[src/rtl/ldr_pkg.sv]
package ldr_pkg;
   typedef enum logic [1:0] {
      LS_OK      = 2'd0,
      LS_CHANGED = 2'd1,
      LS_NOLINK  = 2'd2,
      LS_MISSING = 2'd3
   } lnk_code_e;

   typedef struct packed {
      logic fdx;
      logic thr;
   } mode_t;
endpackage

[src/rtl/ldr_resolve.sv]
module ldr_resolve
   import ldr_pkg::*;
#(
   parameter int DATA_W    = 16,
   parameter int FD10_BIT  = 6,
   parameter int HD100_BIT = 7,
   parameter int FD100_BIT = 8,
   parameter int T4_BIT    = 9
) (
   input  logic [DATA_W-1:0] part_word,
   input  logic [DATA_W-1:0] adv_word,
   input  logic              lock,
   input  mode_t             cur_mode,
   output mode_t             new_mode,
   output logic              differs
);
   localparam logic [DATA_W-1:0] FAST_MASK = (DATA_W'(1) << HD100_BIT) |
                                             (DATA_W'(1) << FD100_BIT) |
                                             (DATA_W'(1) << T4_BIT);

   if (T4_BIT >= DATA_W || FD100_BIT >= DATA_W) begin : g_bad_bits
      $error("ability bit outside data word");
   end

   logic [DATA_W-1:0] neg;
   logic              fdx_neg;

   always_comb begin
      neg          = part_word & adv_word;
      fdx_neg      = neg[FD100_BIT] | (neg[FD10_BIT] & ~neg[HD100_BIT]);
      new_mode.thr = ((neg & FAST_MASK) == '0);
      new_mode.fdx = lock | fdx_neg;
      differs      = (new_mode != cur_mode);
   end
endmodule

[src/rtl/ldr_seq.sv]
module ldr_seq #(
   parameter int DATA_W    = 16,
   parameter int AW        = 5,
   parameter int STAT_ADDR = 1,
   parameter int PART_ADDR = 5,
   parameter int LINK_BIT  = 2
) (
   input  logic              clk,
   input  logic              rst_n,
   input  logic              start,
   output logic              req_valid,
   output logic [AW-1:0]     req_reg,
   input  logic              rsp_valid,
   input  logic [DATA_W-1:0] rsp_data,
   output logic              fin,
   output logic              fin_res,
   output logic              fin_missing,
   output logic [DATA_W-1:0] part_q
);
   typedef enum logic [2:0] {S_IDLE, S_RD1, S_RDP, S_EVAL, S_RD2} st_e;

   if (LINK_BIT >= DATA_W || STAT_ADDR >= (1 << AW) || PART_ADDR >= (1 << AW)) begin : g_bad_cfg
      $error("sequencer parameters out of range");
   end

   st_e               st, st_n;
   logic [DATA_W-1:0] st1_q;

   always_comb begin
      st_n        = st;
      req_valid   = 1'b0;
      req_reg     = AW'(STAT_ADDR);
      fin         = 1'b0;
      fin_res     = 1'b0;
      fin_missing = 1'b0;
      case (st)
         S_IDLE: if (start) st_n = S_RD1;
         S_RD1: begin
            req_valid = 1'b1;
            if (rsp_valid) st_n = S_RDP;
         end
         S_RDP: begin
            req_valid = 1'b1;
            req_reg   = AW'(PART_ADDR);
            if (rsp_valid) st_n = S_EVAL;
         end
         S_EVAL: begin
            if (&st1_q) begin
               fin         = 1'b1;
               fin_missing = 1'b1;
               st_n        = S_IDLE;
            end else if (!st1_q[LINK_BIT]) begin
               st_n = S_RD2;
            end else begin
               fin     = 1'b1;
               fin_res = 1'b1;
               st_n    = S_IDLE;
            end
         end
         S_RD2: begin
            req_valid = 1'b1;
            if (rsp_valid) begin
               fin     = 1'b1;
               fin_res = rsp_data[LINK_BIT];
               st_n    = S_IDLE;
            end
         end
         default: st_n = S_IDLE;
      endcase
   end

   always_ff @(posedge clk) begin
      if (!rst_n) begin
         st     <= S_IDLE;
         st1_q  <= '0;
         part_q <= '0;
      end else begin
         st <= st_n;
         if (st == S_RD1 && rsp_valid) st1_q  <= rsp_data;
         if (st == S_RDP && rsp_valid) part_q <= rsp_data;
      end
   end

   // request address is always one of the two registers
   a_r2_req_addr: assert property (@(posedge clk) disable iff (!rst_n)
      req_valid |-> (req_reg == AW'(STAT_ADDR) || req_reg == AW'(PART_ADDR)));
   // an unanswered request is held steady
   a_r2_req_held: assert property (@(posedge clk) disable iff (!rst_n)
      (req_valid && !rsp_valid) |=> (req_valid && $stable(req_reg)));
endmodule

[src/rtl/ldr_link_check.sv]
module ldr_link_check
   import ldr_pkg::*;
#(
   parameter int DATA_W    = 16,
   parameter int AW        = 5,
   parameter int STAT_ADDR = 1,
   parameter int PART_ADDR = 5,
   parameter int LINK_BIT  = 2
) (
   input  logic              clk,
   input  logic              rst_n,
   input  logic              start,
   input  logic [DATA_W-1:0] adv_word,
   input  logic              dplx_lock,
   output logic              req_valid,
   output logic [AW-1:0]     req_reg,
   input  logic              rsp_valid,
   input  logic [DATA_W-1:0] rsp_data,
   output logic              done,
   output logic [1:0]        status,
   output logic              mode_fdx,
   output logic              mode_thr,
   output logic              restart
);
   logic              fin, fin_res, fin_missing, differs;
   logic [DATA_W-1:0] part_q;
   mode_t             mode_q, mode_n;
   lnk_code_e         code_q;

   ldr_seq #(.DATA_W(DATA_W), .AW(AW), .STAT_ADDR(STAT_ADDR),
             .PART_ADDR(PART_ADDR), .LINK_BIT(LINK_BIT)) u_seq (
      .clk(clk), .rst_n(rst_n), .start(start),
      .req_valid(req_valid), .req_reg(req_reg),
      .rsp_valid(rsp_valid), .rsp_data(rsp_data),
      .fin(fin), .fin_res(fin_res), .fin_missing(fin_missing), .part_q(part_q)
   );

   ldr_resolve #(.DATA_W(DATA_W)) u_res (
      .part_word(part_q), .adv_word(adv_word), .lock(dplx_lock),
      .cur_mode(mode_q), .new_mode(mode_n), .differs(differs)
   );

   always_ff @(posedge clk) begin
      if (!rst_n) begin
         mode_q  <= '0;
         code_q  <= LS_OK;
         done    <= 1'b0;
         restart <= 1'b0;
      end else begin
         done    <= fin;
         restart <= fin && fin_res && differs;
         if (fin) begin
            if (fin_missing)   code_q <= LS_MISSING;
            else if (!fin_res) code_q <= LS_NOLINK;
            else if (differs)  code_q <= LS_CHANGED;
            else               code_q <= LS_OK;
         end
         if (fin && fin_res && differs) mode_q <= mode_n;
      end
   end

   assign status   = code_q;
   assign mode_fdx = mode_q.fdx;
   assign mode_thr = mode_q.thr;

   // restart only in a done cycle that reports a change
   a_r8_restart_with_change: assert property (@(posedge clk) disable iff (!rst_n)
      restart |-> (done && status == LS_CHANGED));
   // the mode only moves together with a change report
   a_r8_mode_moves_on_change: assert property (@(posedge clk) disable iff (!rst_n)
      (mode_q != $past(mode_q)) |-> (done && status == LS_CHANGED));
   // missing transceiver leaves the mode alone
   a_r3_missing_keeps_mode: assert property (@(posedge clk) disable iff (!rst_n)
      (done && status == LS_MISSING) |-> ($stable(mode_q) && !restart));
   // done lasts one cycle
   a_r9_done_single: assert property (@(posedge clk) disable iff (!rst_n)
      done |=> !done);
endmodule

[config.mk]
export PLATFORM = sky130hd
export DESIGN_NAME = ldr_link_check
export DESIGN_NICKNAME = d
export VERILOG_FILES = /design/src/rtl/ldr_pkg.sv /design/src/rtl/ldr_resolve.sv /design/src/rtl/ldr_seq.sv /design/src/rtl/ldr_link_check.sv
export SDC_FILE = /design/constraint.sdc
export NUM_CORES = 1
export LEC_CHECK = 0
export ABC_CLOCK_PERIOD_IN_PS = 2400
export BUFFER_PORTS_ARGS = -buffer_cell sky130_fd_sc_hd__buf_2
export CAP_MARGIN = 20
export CORE_MARGIN = 2
export CORE_UTILIZATION = 50
export DETAILED_ROUTE_END_ITERATION = 12
export PLACE_DENSITY = 0.82
export SLEW_MARGIN = 20
export SYNTH_ARGS = -nofsm -noshare
export SYNTH_HDL_FRONTEND = slang
export SYNTH_SLANG_ARGS = --single-unit
[constraint.sdc]
create_clock -name clk -period 2.4 [get_ports clk]
set_input_delay 0.24 -clock clk [delete_from_list [all_inputs] [get_ports clk]]
set_output_delay 0.24 -clock clk [all_outputs]
set_load 0.02 [all_outputs]
After elaboration in Yosys (flattened, before gate mapping)
Index checks and enable logic that the tools add are counted.
{ "word_totals": {"regBits": 35, "input_bits": 37, "output_inout_bits": 12, "wordCells": 52} }
{ "classes": {"n_eq_ne": 9, "muxes": 21, "bitwise": 5, "n_reduce_logical": 9} }
{ "op_table": {"columns": ["op", "count"], "rows": [
  ["$mux 3", 7],
  ["$logic_not 16->1", 1],
  ["$reduce_and 16->1", 1],
  ["$pmux 3 s5", 1],
  ["$and 10x10->10", 1],
  ["$mux 1", 9],
  ["$ne 2x2->1 const B", 4],
  ["$eq 3x2->1 const B", 2],
  ["$logic_and 1x1->1", 4],
  ["$mux 2", 2],
  ["$pmux 1 s2", 2],
  ["$reduce_and 4->1", 1],
  ["$eq 3x1->1 const B", 1],
  ["$eq 3x3->1 const B", 1],
  ["$logic_not 3->1", 1],
  ["$reduce_or 3->1", 1],
  ["$ne 2x2->1", 1],
  ["$or 1x1->1", 2],
  ["$and 1x1->1", 1],
  ["$not 1->1", 1]
]} }

Depth between registers and ports, before layout
Gate-level depths: netlist of the first run.
{ "depth": {"word_depth": 9, "mapped_depth": 7, "depth_no_buf": 5} }

By module
From an unflattened synthesis of the first run, not the netlist that was laid out.
{ "hier_totals": {"hier_cells": 212, "area_unflattened_um2": 1876.8} }
{ "by_module_without_submodules": {"columns": ["mod", "instances", "cells_each", "area_per_inst_um2", "seq_area_each_um2"], "rows": [
  ["ldr_seq", 1, 183, 1607.8, 700.7],
  ["ldr_link_check", 1, 21, 210.2, 120.1],
  ["ldr_resolve", 1, 8, 58.8, 0.0]
]} }

Worst setup path after synthesis of the first run
OpenSTA, ideal clock, no wires.
{ "synth_timing": {"path_type": "reg2reg", "from": "register u_seq.st[1]", "to": "register u_seq.st1_q[0]", "setup_ns": 0.132, "arrival_time_ns": 1.200, "required_ns": 2.268, "path_slack_ns": 1.068, "stages_incl_launch_ff": 8, "n_path_buf": 3, "synth_period_minus_slack_ns": 1.332, "cell_sequence": "dfxtp_1 > buf_2 > nand3b_1 > or2_1 > buf_2 > buf_6 > nand2_1 > a21oi_1"} }
{ "synth_between": {"elab_chain_len": 2} }
{ "synth_lines": {"columns": ["element", "line_no", "text"], "rows": [
  ["start, declared", "ldr_seq.sv:26", "st_e st, st_n;"],
  ["start signal, assigned", "ldr_seq.sv:78", "st <= st_n;"],
  ["$eq 3x1->1", "ldr_seq.sv:79", "if (st == S_RD1 && rsp_valid) st1_q <= rsp_data;"],
  ["$logic_and 1x1->1", "ldr_seq.sv:79", null],
  ["end signal, assigned", "ldr_seq.sv:79", null],
  ["end, declared", "ldr_seq.sv:27", "logic [DATA_W-1:0] st1_q;"]
]} }
Every way passes these cells.
A chain may end at the register's enable or synchronous reset.

Worst setup path in the final report of the first run
{ "layout_timing": {"from": "register u_seq.st[1]", "to": "register u_seq.st1_q[4]"} }
Same word-level chain as after synthesis.

==> metrics.csv, run 1 <==
stage,metric,value,unit
status,status,"finished, final reports clean",
synth,postSynthAreaPerCell,8.36,um2
floorplanning,die_area,2890,um2
synth,synth.cell_area,1240,um2
clock_network,insertion_delay,0.31,ns
grt,busiest_layer,met2,
final_layout,nNetsFinal,215,
floorplanning,row_count,18,
synth,synth_top_flop_cell,dfxtp_1,
critical_path,cp_max_fo,16,
clock_network,cts.clk_slew.worst_paths,0.09,ns
grt,grt_pass1_wl,3.62,mm
place,dpl.hpwl,1.72,mm
detailed_routing,dr_total_vias,1052,
final_layout,antenna_cells,0,
detailed_routing,drc,0,
sta,slew-limit-headroom,0.566,
critical_path,crit_slowest_cell,nor2_2,
power_and_ir_drop,vdd_drop_max,0.000422,V
sta,fin_crit,1.49,ns
run,cap_violations,0,
sta,drv_slew,0,
critical_path,worstPathArrival,1.73,ns
grt,track_usage,0.183,
synth,synth-async-reset-ratio,0,
sta,tns,0,ns
sta,worst_pin_slew,0.647,ns
critical_path,crit_family,simple AND/OR/NAND/NOR gates,
sta,finClkSkew,0.00328,ns
final_layout,drive_above_1_share,0.251,
power_and_ir_drop,p_per_area,710,nW/um2
grt,grt_pass1_vias,906,
sta,hold_viol_final,0,
clock_network,cts.hold.buffers_added,0,
clock_network,tritoncts,done,
grt,grt_use_met2,0.285,
grt,grtUsageMet1,0.197,
clock_network,postCtsSetupBuffers,0,
detailed_routing,drt_iter0_drc,11,
final_layout,fillers,206,
final_layout,final_common_cell,nand2_1,
detailed_routing,viasPerCell,5.03,
synth,yosysTopAreaCellShare,0.469,
place,routabilityCongestion,0.830,
critical_path,critPathMaxStageDelay,0.50,ns
power_and_ir_drop,power,0.00103,W
synth,ys_seq_elements,29,
detailed_routing,drt-total-wl,2.33,mm
sta,setup_violations,0,
grt,grt_max_degree,27,
place,portBuffers,32,
sta,finalCritPeriodShare,0.621,
final_layout,layout_common_cells,"35 x nand2_1, 32 x buf_2, 29 x dfxtp_1, 20 x a21oi_1, 12 x nor2_1",
critical_path,cp-end-kind,register,
synth,synthTopCellsByArea,"dfxtp_1 47%, nand2_1 11%, a21oi_1 8.1%, mux2i_1 4.9%, nor2_1 3.6%",
detailed_routing,ant_nets,0,
detailed_routing,wl_per_cell,11.1,um
synth,synth_cells,148,
clock_network,htreeDepth,2,
sta,rsz0062_at_grt,no,
grt,antenna_found_initial,0,
min_path,hp-class,in2reg,
critical_path,cp.depth,4,
floorplanning,dieWidth,53.8,um
detailed_routing,firstDrtPassIters,4,
clock_network,root_buffer,clkbuf_4,
synth,yosys.area.top_type,dfxtp_1,
clock_network,cts.sinks,29,
critical_path,cp.required,2.63,ns
power_and_ir_drop,p_leak,0.591,nW
floorplanning,io_pins,49,
synth,yosysSeqAreaShare,0.469,
sta,max_freq,671,MHz
final_layout,syn_to_final_growth,17.2,%
critical_path,cp_cell_sequence,nand3b_1 -> nor2_2 -> nand2_1 -> a21oi_1,
floorplanning,initial_core_util,0.513,
clock_network,clk_path_buf_depth,2,
synth,ys_warn_count,0,
min_path,holdPathStages,3,
critical_path,path_class,reg2reg,
clock_network,cts_resized,0,
synth,synth_edf_count,0,
critical_path,ff2ff_path_depth,4,
floorplanning,die_h,53.8,um
critical_path,startpoint_type,register,
grt,overflow,0,
synth,yosysUniqueCellTypes,33,
floorplanning,core,2410,um2
grt,grt_use_met3,0.0778,
critical_path,crit_buf_inv,0,
clock_network,cts_buffers,5,
logic make-up after synthesis:
group / count (synthesis) / share of synthesized area
AND/OR/NAND/NOR: 64 / 0.237
AO/OA/AOI/OAI: 28 / 0.134
flip-flops: 29 / 0.469
XOR/XNOR: 3 / 0.0212
buffers and inverters: 15 / 0.0748
other: 2 / 0.00607
multiplexers: 7 / 0.0576
synth_stat cells, drive strengths merged (3+ instances only):
master / count
nand2: 36
dfxtp: 29
a21oi: 20
nor2: 13
buf: 9
mux2i: 6
nand4: 4
o21ai: 4
inv: 3
nor3: 3
state kept, by name, indices dropped and copies added (netlist names):
signal and cells:
u_seq.st 3, u_seq.st1_q 16, mode_thr 1, mode_fdx 1, status 2, restart 1
u_seq.part_q 4, done 1
power breakdown:
part           switching, W  internal (W)  total [W]  leakage (nW)
Clock              0.000165      0.000249   0.000413        0.0455
Combinational     0.0000609     0.0000399   0.000101         0.310
Sequential        0.0000150      0.000500   0.000515         0.235
Total              0.000241      0.000788    0.00103         0.591
metal layers:
| metal | routed length, um | vias up |
|---|---|---|
| met5 | 0 | - |
| met2 | 1150 | 24 |
| met1 | 1030 | 480 |
| met3 | 124 | 4 |
| met4 | 29 | 0 |
| li1 | - | 544 |
tightest hold or removal path, stage by stage:
cell and delay, ns:
buf_2 0.09, nand2_1 0.05, a21oi_1 0.05
area by class of cell:
| cell class | count | area, um2 | area share |
|---|---|---|---|
| sequential | 29 | 581 | 0.400 |
| clock inverter | 1 | 30.0 | 0.0207 |
| tap | 30 | 37.5 | 0.0259 |
| timing repair buffer | 32 | 160 | 0.110 |
| clock buffer | 7 | 55.1 | 0.0380 |
| multi-input combinational | 106 | 572 | 0.394 |
| inverter | 4 | 15.0 | 0.0104 |
stage by stage:
step | hold WS (ns) | util | worst slack [ns] | std cells | cell area (um2)
2_1_floorplan | 0.376 | - | 1.07 | 150 | 1240
3_3_place_gp | 0.444 | 0.566 | 1.01 | 201 | 1370
3_5_place_dp | 0.447 | 0.566 | 0.941 | 201 | 1370
4_1_cts | 0.139 | 0.602 | 0.911 | 209 | 1450
5_1_grt | 0.125 | 0.602 | 0.744 | 209 | 1450
6_report | 0.154 | 0.602 | 0.910 | 209 | 1450
worst paths after layout:
path                   from               to  slack, ns
max reg2reg     u_seq.st[1]   u_seq.st1_q[4]       0.91
max             u_seq.st[1]   u_seq.st1_q[4]       0.91
min            rsp_data[10]  u_seq.st1_q[10]       0.15
min reg2reg  u_seq.st1_q[5]   u_seq.st1_q[5]       0.46
Power figures use the tool's default switching activity.
==> run 2: changes to the inputs <==
Settings changed: ABC_CLOCK_PERIOD_IN_PS 2400 to 1300, CORE_UTILIZATION 50 to 42, PLACE_DENSITY 0.82 to 0.73.
Clock period 2.4 ns to 1.3 ns, I/O delays scaled along.
==> metrics.csv, run 2 (same netlist as run 1, synthesis figures left out) <==
stage,metric,value,unit
grt,grt_pass1_wl,4.57,mm
power_and_ir_drop,power,0.00197,W
clock_network,htreeDepth,2,
detailed_routing,ant_nets,0,
detailed_routing,wl_per_cell,11.7,um
floorplanning,io_pins,49,
floorplanning,die_h,58.3,um
final_layout,largest_reg_flops,16,
clock_network,tritoncts,done,
power_and_ir_drop,p_per_area,1190,nW/um2
clock_network,root_buffer,clkbuf_4,
final_layout,antenna_cells,0,
final_layout,post-route-util,0.595,
critical_path,crit_slowest_cell,dfxtp_2,
critical_path,critPathMaxStageDelay,0.36,ns
floorplanning,dieWidth,58.3,um
sta,drv_slew,0,
sta,tns,-0.0617,ns
sta,setup_violations,7,
power_and_ir_drop,p_leak,0.690,nW
critical_path,worstPathArrival,1.19,ns
critical_path,path_class,reg2out,
sta,postLayoutSetupSlackWorst,-0.0248,ns
floorplanning,initial_core_util,0.445,
place,dpl.hpwl,1.89,mm
critical_path,startpoint_type,register,
final_layout,syn_to_final_growth,33.8,%
status,status,"complete, but fails checks",
critical_path,cp.required,1.17,ns
critical_path,cp_max_fo,5,
detailed_routing,viasPerCell,5.01,
detailed_routing,drt_iter0_drc,32,
final_layout,layout_common_cells,"35 x nand2_1, 30 x buf_2, 20 x a21oi_1, 19 x dfxtp_1, 13 x buf_4",
place,routabilityCongestion,0.867,
clock_network,clk_path_buf_depth,2,
final_layout,reg_top3,"u_seq.st1_q: 16 flops, u_seq.part_q: 4 flops, u_seq.st: 3 flops",
detailed_routing,drt-total-wl,2.66,mm
power_and_ir_drop,vdd_drop_max,0.000928,V
detailed_routing,dr_total_vias,1138,
critical_path,crit_buf_inv,2,
grt,grt_pass1_vias,1100,
grt,grt_max_degree,19,
sta,finClkSkew,0.00167,ns
floorplanning,row_count,19,
grt,antenna_found_initial,0,
final_layout,drive_above_1_share,0.383,
clock_network,insertion_delay,0.33,ns
floorplanning,die_area,3400,um2
grt,track_usage,0.178,
run,cap_violations,0,
sta,finalCritPeriodShare,1.02,
place,dp_slack,-0.0242,ns
sta,max_freq,755,MHz
final_layout,top_register,u_seq.st1_q,
clock_network,cts.sinks,29,
clock_network,cts.clk_slew.worst_paths,0.09,ns
sta,whs,0.0300,ns
min_path,hp-class,in2reg,
sta,hold_viol_final,0,
grt,overflow,0,
sta,fin_crit,1.32,ns
clock_network,cts_buffers,5,
floorplanning,core,2780,um2
final_layout,nNetsFinal,232,
critical_path,cp_cell_sequence,buf_6 -> nand2b_1 -> nor2_1 -> buf_4,
final_layout,final_common_cell,nand2_1,
detailed_routing,drc,0,
sta,rsz0062_at_grt,yes,
critical_path,cp-end-kind,primary output,
status,violations,negative setup slack,
place,portBuffers,32,
detailed_routing,firstDrtPassIters,4,
critical_path,crit_family,flip-flops,
## run 2: through the flow
step                instance area, um2  std cells
CTS                               1610        224
global placement                  1480        214
floorplan                         1260        150
global route                      1660        227
finish                            1660        227
detailed placement                1480        214
## run 2: worst min-delay path, stage by stage
cell,delay (ns)
buf_2,0.09
nand2_1,0.04
a21oi_1,0.06
## run 2: metal layers
metal	global-route usage	part of all wire	vias to the layer above
li1	-	-	583
met1	0.190	0.39	510
met2	0.313	0.53	39
met3	0.0737	0.064	6
met4	0.0664	0.017	0
met5	0	0	-
## run 2: path summary, 6_finish.rpt
path | from | to | slack [ns] | cells past startpoint
worst min register to register | u_seq.st1_q[10] | u_seq.st1_q[10] | 0.47 | 2
worst min-delay path | rsp_data[1] | u_seq.st1_q[1] | 0.03 | 3
worst max-delay path | u_seq.st[1] | req_reg[2] | -0.02 | 4
worst max register to register | u_seq.st1_q[3] | mode_thr | -0.01 | 6
## run 2: final cells by class
cell class / count / area (um2)
fill: 233 / 1130
sequential: 29 / 596
multi-input combinational: 106 / 589
timing repair buffer: 49 / 332
clock buffer: 7 / 55.1
tap: 31 / 38.8
clock inverter: 1 / 30.0
inverter: 4 / 15.0
## run 2: repair_timing
action / 4_1_cts / 5_1_grt
buffers inserted: 2 / 2
gates cloned: 0 / 0
resized for setup: 14 / 7
hold endpoints to repair: 0 / 1
setup endpoints to repair: 7 / 26
hold buffers: 0 / 1
pin swaps: 4 / 5
## run 2: power breakdown
part | internal (W) | total (W) | leakage [nW] | switching (W)
Combinational | 0.000120 | 0.000253 | 0.405 | 0.000132
Clock | 0.000459 | 0.000774 | 0.0455 | 0.000315
Sequential | 0.000924 | 0.000947 | 0.240 | 0.0000233
Total | 0.00150 | 0.00197 | 0.690 | 0.000470
